### src/rtl/async_tx_pkg.sv
package async_tx_pkg;
  localparam int DATA_W  = 9;
  localparam int FRAME_W = 13;   // start + 9 data + parity + 2 stop
  localparam int CNT_W   = 4;

  typedef enum logic [1:0] {
    LEN7  = 2'd0,
    LEN8  = 2'd1,
    LEN9  = 2'd2,
    LEN8B = 2'd3
  } len_e;

  typedef struct packed {
    logic cts_gate;
    logic two_stop;
    logic par_odd;
    logic par_en;
    len_e len;
  } mode_t;
endpackage

### src/rtl/async_tx_regs.sv
module async_tx_regs
  import async_tx_pkg::*;
#(
  parameter int DIV_W = 8
) (
  input  logic                clk,
  input  logic                rst_n,
  input  logic                cfg_we,
  input  logic [1:0]          cfg_addr,
  input  logic [DIV_W-1:0]    cfg_wdata,
  input  logic                in_valid,
  input  logic [DATA_W-1:0]   in_data,
  input  logic                take,
  output logic                in_ready,
  output mode_t               mode,
  output logic [DIV_W-1:0]    div_n,
  output logic                en,
  output logic [DATA_W-1:0]   buf_q,
  output logic                buf_empty,
  output logic                irq
);
  logic accept;
  assign in_ready = buf_empty;
  assign accept   = in_valid && buf_empty;

  always_ff @(posedge clk or negedge rst_n) begin
    if (!rst_n) begin
      mode  <= '{cts_gate: 1'b0, two_stop: 1'b0, par_odd: 1'b0, par_en: 1'b0, len: LEN8};
      div_n <= '0;
      en    <= 1'b0;
    end else if (cfg_we) begin
      case (cfg_addr)
        2'd0:    mode  <= mode_t'(cfg_wdata[5:0]);
        2'd1:    div_n <= cfg_wdata;
        2'd2:    en    <= cfg_wdata[0];
        default: ;
      endcase
    end
  end

  always_ff @(posedge clk or negedge rst_n) begin
    if (!rst_n) begin
      buf_q     <= '0;
      buf_empty <= 1'b1;
      irq       <= 1'b0;
    end else begin
      irq <= take;
      if (accept) begin
        buf_q     <= in_data;
        buf_empty <= 1'b0;
      end else if (take) begin
        buf_empty <= 1'b1;
      end
    end
  end

  a_r11_irq_on_rise: assert property (@(posedge clk) disable iff (!rst_n)
    irq |-> (buf_empty && !$past(buf_empty)));
  a_r8_hold_full: assert property (@(posedge clk) disable iff (!rst_n)
    !buf_empty |=> $stable(buf_q));
endmodule

### src/rtl/async_tx_div.sv
module async_tx_div #(
  parameter int DIV_W = 8,
  parameter int OVS   = 16
) (
  input  logic             clk,
  input  logic             rst_n,
  input  logic             restart,
  input  logic [DIV_W-1:0] div_n,
  output logic             bit_end
);
  localparam int SUB_W = $clog2(OVS);

  logic [DIV_W-1:0] pre;
  logic [SUB_W-1:0] sub;
  logic             pre_wrap;

  assign pre_wrap = (pre >= div_n);
  assign bit_end  = pre_wrap && (sub == SUB_W'(OVS - 1));

  always_ff @(posedge clk or negedge rst_n) begin
    if (!rst_n) begin
      pre <= '0;
      sub <= '0;
    end else if (restart) begin
      pre <= '0;
      sub <= '0;
    end else if (pre_wrap) begin
      pre <= '0;
      sub <= (sub == SUB_W'(OVS - 1)) ? '0 : sub + 1'b1;
    end else begin
      pre <= pre + 1'b1;
    end
  end

  a_r2_bit_end_spaced: assert property (@(posedge clk) disable iff (!rst_n)
    bit_end |=> !bit_end);
endmodule

### src/rtl/async_tx_frame.sv
module async_tx_frame
  import async_tx_pkg::*;
(
  input  logic              clk,
  input  logic              rst_n,
  input  mode_t             mode,
  input  logic              en,
  input  logic              cts_n,
  input  logic              buf_empty,
  input  logic [DATA_W-1:0] buf_data,
  input  logic              bit_end,
  output logic              take,
  output logic              restart,
  output logic              txd,
  output logic              tx_empty
);
  logic               busy;
  logic [FRAME_W-1:0] sh;
  logic [CNT_W-1:0]   left;
  logic               tend, tend_hi, go;
  logic [FRAME_W-1:0] vec;
  logic [CNT_W-1:0]   nbits;

  always_comb begin
    int nd;
    int pos;
    logic par;
    nd  = (mode.len == LEN7) ? 7 : (mode.len == LEN9) ? 9 : 8;
    par = mode.par_odd;
    vec = '1;
    vec[0] = 1'b0;
    for (int i = 0; i < DATA_W; i++) begin
      if (i < nd) begin
        vec[1 + i] = buf_data[i];
        par        = par ^ buf_data[i];
      end
    end
    pos = 1 + nd;
    if (mode.par_en) begin
      vec[pos] = par;
      pos      = pos + 1;
    end
    nbits = CNT_W'(pos + (mode.two_stop ? 2 : 1));
  end

  assign tend    = busy && bit_end && (left == '0);
  assign tend_hi = !busy || tend;
  assign go      = tend_hi && en && !buf_empty && (!mode.cts_gate || !cts_n);
  assign take    = go;
  assign restart = tend_hi;
  assign txd     = busy ? sh[0] : 1'b1;

  always_ff @(posedge clk or negedge rst_n) begin
    if (!rst_n) begin
      busy     <= 1'b0;
      sh       <= '1;
      left     <= '0;
      tx_empty <= 1'b1;
    end else begin
      tx_empty <= tend_hi && !go;
      if (go) begin
        busy <= 1'b1;
        sh   <= vec;
        left <= nbits - 1'b1;
      end else if (busy && bit_end) begin
        if (left == '0) begin
          busy <= 1'b0;
        end else begin
          sh   <= {1'b1, sh[FRAME_W-1:1]};
          left <= left - 1'b1;
        end
      end
    end
  end

  a_r7_no_truncate: assert property (@(posedge clk) disable iff (!rst_n)
    (busy && !tend) |=> busy);
  a_r6_start_gated: assert property (@(posedge clk) disable iff (!rst_n)
    $rose(busy) |-> $past(en && !buf_empty));
  a_r10_empty_idle: assert property (@(posedge clk) disable iff (!rst_n)
    tx_empty |-> (txd && !busy));
endmodule

### src/rtl/async_tx.sv
module async_tx
  import async_tx_pkg::*;
#(
  parameter int DIV_W = 8
) (
  input  logic             clk,
  input  logic             rst_n,
  input  logic             cfg_we,
  input  logic [1:0]       cfg_addr,
  input  logic [DIV_W-1:0] cfg_wdata,
  input  logic             in_valid,
  output logic             in_ready,
  input  logic [8:0]       in_data,
  input  logic             cts_n,
  output logic             txd,
  output logic             buf_empty,
  output logic             tx_empty,
  output logic             tx_irq
);
  mode_t             mode;
  logic [DIV_W-1:0]  div_n;
  logic              en, take, restart, bit_end;
  logic [DATA_W-1:0] buf_q;

  async_tx_regs #(.DIV_W(DIV_W)) u_regs (
    .clk(clk), .rst_n(rst_n), .cfg_we(cfg_we), .cfg_addr(cfg_addr),
    .cfg_wdata(cfg_wdata), .in_valid(in_valid), .in_data(in_data),
    .take(take), .in_ready(in_ready), .mode(mode), .div_n(div_n),
    .en(en), .buf_q(buf_q), .buf_empty(buf_empty), .irq(tx_irq)
  );

  async_tx_div #(.DIV_W(DIV_W), .OVS(16)) u_div (
    .clk(clk), .rst_n(rst_n), .restart(restart), .div_n(div_n),
    .bit_end(bit_end)
  );

  async_tx_frame u_frame (
    .clk(clk), .rst_n(rst_n), .mode(mode), .en(en), .cts_n(cts_n),
    .buf_empty(buf_empty), .buf_data(buf_q), .bit_end(bit_end),
    .take(take), .restart(restart), .txd(txd), .tx_empty(tx_empty)
  );
endmodule

### config.mk
export PLATFORM = sky130hd
export DESIGN_NAME = async_tx
export DESIGN_NICKNAME = d
export VERILOG_FILES = /design/src/rtl/async_tx_pkg.sv /design/src/rtl/async_tx_regs.sv /design/src/rtl/async_tx_div.sv /design/src/rtl/async_tx_frame.sv /design/src/rtl/async_tx.sv
export SDC_FILE = /design/constraint.sdc
export NUM_CORES = 1
export LEC_CHECK = 0
export CAP_MARGIN = 20
export CELL_PAD_IN_SITES_DETAIL_PLACEMENT = 1
export CELL_PAD_IN_SITES_GLOBAL_PLACEMENT = 2
export CORE_MARGIN = 4
export CORE_UTILIZATION = 40
export CTS_BUF_LIST = sky130_fd_sc_hd__clkbuf_4 sky130_fd_sc_hd__clkbuf_8
export CTS_CLUSTER_SIZE = 14
export DETAILED_ROUTE_END_ITERATION = 12
export GPL_TIMING_DRIVEN = 0
export PLACE_DENSITY_LB_ADDON = 0.1
export SYNTH_ARGS = -nofsm -noshare
export SYNTH_HDL_FRONTEND = slang
export SYNTH_SLANG_ARGS = --single-unit
### constraint.sdc
create_clock -name clk -period 2.4 [get_ports clk]
set_input_delay 0.36 -clock clk [delete_from_list [all_inputs] [get_ports clk]]
set_output_delay 0.36 -clock clk [all_outputs]
set_load 0.01 [all_outputs]
## Word level (Yosys, flattened, before mapping)

Cells that the tools add are included.

| storage, ports and cells | value |
|---|---|
| register bits after elaboration | 57 |
| output and inout port bits | 5 |
| logic and storage cells | 120 |

| cells by class | value |
|---|---|
| add/sub/neg operators | 7 |
| $lt $le $gt $ge | 12 |
| eq/ne operators | 5 |
| multiplexer cells | 43 |
| bitwise gates (word level) | 9 |
| reductions and logical operators | 28 |

Operators with widths:

| operator | count |
|---|---|
| $lt A4 B32 Y1 const A | 4 |
| $lt A3 B32 Y1 const A | 2 |
| $mux W13 | 4 |
| $add A2 B32 Y32 const A | 1 |
| $ge A32 B1 Y1 const B | 1 |
| $lt A1 B32 Y1 const A | 1 |
| $lt A2 B32 Y1 const A | 1 |
| $lt A32 B6 Y1 const B | 1 |
| $lt A5 B32 Y1 const A | 1 |
| $mux W32 | 1 |
| $mux W4 | 7 |
| $mux W1 | 26 |
| $mux W8 | 2 |
| $bwmux W13 | 1 |
| $reduce_and A2 Y1 | 5 |
| $logic_and A1 B1 Y1 | 9 |
| $xor A1 B1 Y1 | 9 |
| $add A8 B1 Y8 const B | 1 |
| $ge A8 B8 Y1 | 1 |
| $reduce_bool A2 Y1 | 4 |
| $sub A4 B1 Y4 const B | 2 |
| $logic_not A1 Y1 | 5 |
| $add A4 B1 Y4 const B | 1 |
| $add A4 B2 Y4 const B | 1 |
| 10 further kinds | 13 |

## Longest topological paths before layout

| logic depth | value |
|---|---|
| depth after elaboration | 24 |
| mapped depth | 10 |
| depth with buffers taken out | 9 |

## Hierarchy

A second synthesis with hierarchy kept.

| second synthesis, totals | value |
|---|---|
| cell total of the unflattened synthesis | 275 |
| area, all modules | 3,093.0 um^2 |

Modules (own cells, without submodules):

| module | instances | cells an instance | area each (um^2) | seq. area each (um^2) |
|---|---|---|---|---|
| async_tx_frame | 1 | 137 | 1,280.0 | 493.0 |
| async_tx_regs | 1 | 57 | 985.9 | 653.1 |
| async_tx_div | 1 | 81 | 827.0 | 300.3 |

## Least setup slack after synthesis

OpenSTA, ideal clock, no wires.

| timing path | value |
|---|---|
| path type | register to register |
| from | register u_regs.mode[0] (netlist name) |
| to | register u_frame.left[2] |
| setup time | 0.126 ns |
| arrival | 1.956 ns |
| required time | 2.274 ns |
| path slack | 0.318 ns |
| stages on the path, launching flop included | 9 |
| path buffers | 1 |
| path through | dfstp_2 buf_2 nor2b_1 a21oi_1 ha_1 inv_1 ha_1 fa_1 a221o_1 |

| between the ends | value |
|---|---|
| cells in the longest elaborated chain, start to end | 9 |
| elaborated cells between the ends (all ways) | 10 |
| those cells by class | 4 x add/sub; 1 x eq/ne; 4 x mux; 1 x reduce/logical |

Ends and longest elaborated chain:

| element | RTL line | source |
|---|---|---|
| $eq A2 B2 Y1 | async_tx_frame.sv:28 | `nd = (mode.len == LEN7) ? 7 : (mode.len == LEN9) ? 9 : 8;` |
| $mux W1 | async_tx_frame.sv:28 |  |
| $mux W32 (*) | async_tx_frame.sv:28 |  |
| $add A2 B32 Y32 (*) | async_tx_frame.sv:38 | `pos = 1 + nd;` |
| $add A4 B2 Y4 | async_tx_frame.sv:41 | `pos = pos + 1;` |
| $mux W4 (*) | async_tx_frame.sv:39 | `if (mode.par_en) begin` |
| $add A4 B4 Y4 (*) | async_tx_frame.sv:43 | `nbits = CNT_W'(pos + (mode.two_stop ? 2 : 1));` |
| $sub A4 B1 Y4 (*) | async_tx_frame.sv:64 | `left <= nbits - 1'b1;` |
| $mux W4 (*) | async_tx_frame.sv:61 | `if (go) begin` |
| end signal: assignment | async_tx_frame.sv:64 |  |
| end signal: assignment | async_tx_frame.sv:70 | `left <= left - 1'b1;` |
| end: declaration | async_tx_frame.sv:19 | `logic [CNT_W-1:0] left;` |

Every way passes the cells marked *; elsewhere a longest branch is shown, timed or not.
A chain may end at the register's enable or synchronous reset.

## Final worst setup path

| timing path | value |
|---|---|
| from | register u_div.pre[5] |
| to | register u_frame.left[1] |

| between the ends | value |
|---|---|
| cells in the longest elaborated chain, start to end | 10 |
| elaborated cells between the ends (all ways) | 12 |
| those cells by class | 1 x order compare; 1 x eq/ne; 1 x mux; 9 x reduce/logical |

Ends and longest elaborated chain:

| element | RTL line | source |
|---|---|---|
| start: declaration | async_tx_div.sv:13 | `logic [DIV_W-1:0] pre;` |
| start signal: assignment | async_tx_div.sv:31 | `pre <= pre + 1'b1;` |
| $ge A8 B8 Y1 (*) | async_tx_div.sv:17 | `assign pre_wrap = (pre >= div_n);` |
| $logic_and A1 B1 Y1 (*) | async_tx_div.sv:18 | `assign bit_end = pre_wrap && (sub == SUB_W'(OVS - 1));` |
| $logic_and A1 B1 Y1 (*) | async_tx_frame.sv:46, async_tx_frame.sv:65 |  |
| $logic_and A1 B1 Y1 | async_tx_frame.sv:46 | `assign tend = busy && bit_end && (left == '0);` |
| $logic_or A1 B1 Y1 | async_tx_frame.sv:47 | `assign tend_hi = !busy \|\| tend;` |
| $logic_and A1 B1 Y1 (3 in series) | async_tx_frame.sv:48 | `assign go = tend_hi && en && !buf_empty && (!mode.cts_gate \|\| !cts_n);` |
| $ne A2 B1 Y1 (no source line) or $reduce_bool A2 Y1 (tied branches) | - |  |
| $reduce_and A2 Y1 (no source line) | - |  |

Marked as above.

==> results.json <==
{
  "worstPathMaxFanout": 10,
  "die_area_sq_um": 9150,
  "drt_pre_antenna_iters": 4,
  "drc": 0,
  "synth_warnings": 0,
  "synth_top_cell_by_area": "dfrtp_1",
  "cp_data_arrival_time_ps": 2520,
  "antenna_found_initial": 0,
  "drt_first_iter_violations": 71,
  "tightest_slew_ps": 545,
  "core_sq_um": 7370,
  "nets": 356,
  "grt_overflow": 0,
  "synth-seq-cells": 57,
  "die_height_um": 95.7,
  "synthArstFlopShare": 1.00,
  "setup_viol": 0,
  "grt_pass1_wl_um": 11700,
  "io_buffers": 28,
  "start_util": 0.417,
  "p_leak_uw": 0.00172,
  "tritoncts": "built",
  "synth_adder_area_share": 0.0757,
  "worst_ep_required_time_ps": 2620,
  "fin_skew_ps": 7.58,
  "drive_gt1_frac": 0.260,
  "cts_resized": 0,
  "routedWlPerCell_um": 16.0,
  "path_class": "reg2reg",
  "slew-limit-headroom": 0.635,
  "finalCriticalPeriod_ps": 2300,
  "ctsRootBufferMaster": "clkbuf_8",
  "power.density_nw_per_um2": 816,
  "max_freq_mhz": 435,
  "synthXorXnorAreaFrac": 0.0566,
  "die_x_um": 95.7,
  "synth_top_family_by_area": "simple AND/OR/NAND/NOR gates",
  "fillCellCount": 805,
  "drv_slew": 0,
  "num_io_pins": 29,
  "cp-end-kind": "register",
  "gp_congestion": 0.745,
  "clockBufferDepth": 2,
  "status": "completed",
  "yosys-mux-area-fraction": 0.101,
  "hpwl_um": 5060,
  "drtAntennaViolNets": 0,
  "syn_avg_cell_area_sq_um": 11.5,
  "area_growth_pct": 21.7,
  "ir_drop_mv": 0.295,
  "finalSetupTns_ps": 0,
  "antennaDiodeCount": 0,
  "clk_pin_slew_worst_paths_ps": 70,
  "synthSimpleGateAreaFrac": 0.143,
  "htreeDepth": 3,
  "seq_area_frac_synth": 0.471,
  "viasPerCell": 5.15,
  "synth_edf_count": 0,
  "syn_area_sq_um": 3070,
  "finalWirelength_um": 6690,
  "syn_inst": 268,
  "grt_setup_unrepaired": "no",
  "synth-compound-area-share": 0.105,
  "core.rowCount": 31,
  "cts_buffers": 9,
  "worstHoldPathType": "reg2reg",
  "critPathLaunchType": "register",
  "grt_start_max_net_pins": 39,
  "hold_violations": 0,
  "vias": 2151,
  "ys_types": 54,
  "cts.sinks": 57,
  "grt.total_usage": 0.169,
  "fin_crit_sh": 0.958,
  "synth_top_area_frac": 0.334,
  "max-cap-violations": 0,
  "ys.flop_type": "dfrtp_1",
  "clock_latency_ps": 330,
  "synth_area_leaders": "dfrtp_1, dfstp_2, mux2_2",
  "finish.utilization": 0.507,
  "first_global_vias": 2386
}
## cell usage in the layout, fill, tap and decap left out, drive strengths merged, types with 2 or more instances in the layout
cell type	n
a22oi	2
mux2	24
nor2b	2
or3	2
a311oi	2
nor2	21
clkdlybuf4s50	27
a21o	3
nor3	2
mux2i	4
and2	3
buf	11
a31oi	8
xor2	6
xnor2	13
nand3b	2
and3	5
clkinv	3
a221o	5
bufinv	2
inv	19
nor3b	2
nand3	11
clkbuf	10
dfrtp	41
nand2	24
o21ai	6
dfstp	16
nand2b	5
a32oi	2
a21boi	2
ha	17
conb	6
## worst max-delay path: stages, from the launching register on
cell      delay, ps
dfrtp_1         420
ha_1            310
and4_4          200
a221oi_4        250
buf_4           190
o21ai_2          80
nand2b_2        150
buf_2           260
nor2_1           70
a221o_1         250
## flip-flops by register name (all words and copies together) (netlist names)
register / flops
u_regs.en: 1
u_div.pre: 8
u_frame.sh: 13
u_regs.div_n: 8
u_frame.busy: 1
u_regs.irq: 1
u_regs.mode: 6
u_frame.tx_empty: 1
u_regs.buf_empty: 1
u_div.sub: 4
u_frame.left: 4
u_regs.buf_q: 9
## where the power goes
part / internal, uW / switching, uW
Clock: 590 / 398
Combinational: 404 / 413
Sequential: 1110 / 133
Total: 2110 / 944
## what timing repair did
item | CTS | global route
hold buffers | 1 | 0
buffers inserted | 0 | 1
endpoints found under the hold margin | 17 | 0
setup endpoints to repair | 0 | 3
## layout make-up
class                           count  area, sq um  area share
Tap cell                           99          124      0.0331
Inverter                           19         76.3      0.0204
Sequential cell                    57         1450       0.387
Timing Repair Buffer               31          313      0.0837
Clock inverter                      6         82.6      0.0221
Multi-Input combinational cell    188         1500       0.402
Buffer                              8         63.8      0.0171
Clock buffer                       10          131      0.0351
## synthesized netlist by cell type (3+ instances only)
cell	n
a31oi_1	7
buf_2	3
a21o_1	3
a221o_1	5
mux2i_1	4
inv_1	18
nor2_1	19
o21ai_1	3
nand2b_1	4
xnor2_1	12
dfrtp_1	41
buf_4	3
dfstp_2	16
ha_1	17
nand3_1	10
xor2_1	6
and3_1	4
nand2_1	23
mux2_2	24
## final timing paths
check                              startpoint         endpoint  slack (ps)  depth (start not counted)
worst max-delay path             u_div.pre[5]  u_frame.left[1]         100                          9
min in group asynchronous               rst_n     u_div.sub[3]         520                          2
worst max register to register   u_div.pre[5]  u_frame.left[1]         100                          9
worst min-delay path            u_frame.sh[3]    u_frame.sh[2]         490                          2
max in group asynchronous               rst_n    u_frame.sh[2]        1220                          3
worst min register to register  u_frame.sh[3]    u_frame.sh[2]         490                          2
## cells by family after synthesis
family | count (synthesis)
and+or+nand+nor | 80
AOI/OAI and AO/OA | 37
xor gates and xnor gates | 19
adders and majority gates | 18
muxes | 28
other | 2
buffers and inverters | 27
DFF | 57
## through the flow
step / total power (uW) / setup slack (ps) / std cells / hold WS, ps / cell area, sq um
floorplan: 1840 / 318 / 272 / 64.4 / 3090
global placement: 2040 / -979 / 399 / 468 / 3490
detailed placement: 2090 / 52.1 / 400 / 363 / 3510
CTS: 3090 / 28.5 / 417 / 496 / 3730
global route: 3260 / 8.05 / 418 / 510 / 3740
finish: 3050 / 100 / 418 / 492 / 3740
## metal layers
layer  up-vias  track usage  part of all wire
met2        35        0.273              0.47
met5         -            0                 0
met4         0       0.0675             0.020
met1      1086        0.220              0.47
li1       1018            -                 -
met3        12       0.0347             0.034
Note: power is estimated with default switching activity, not from simulation.
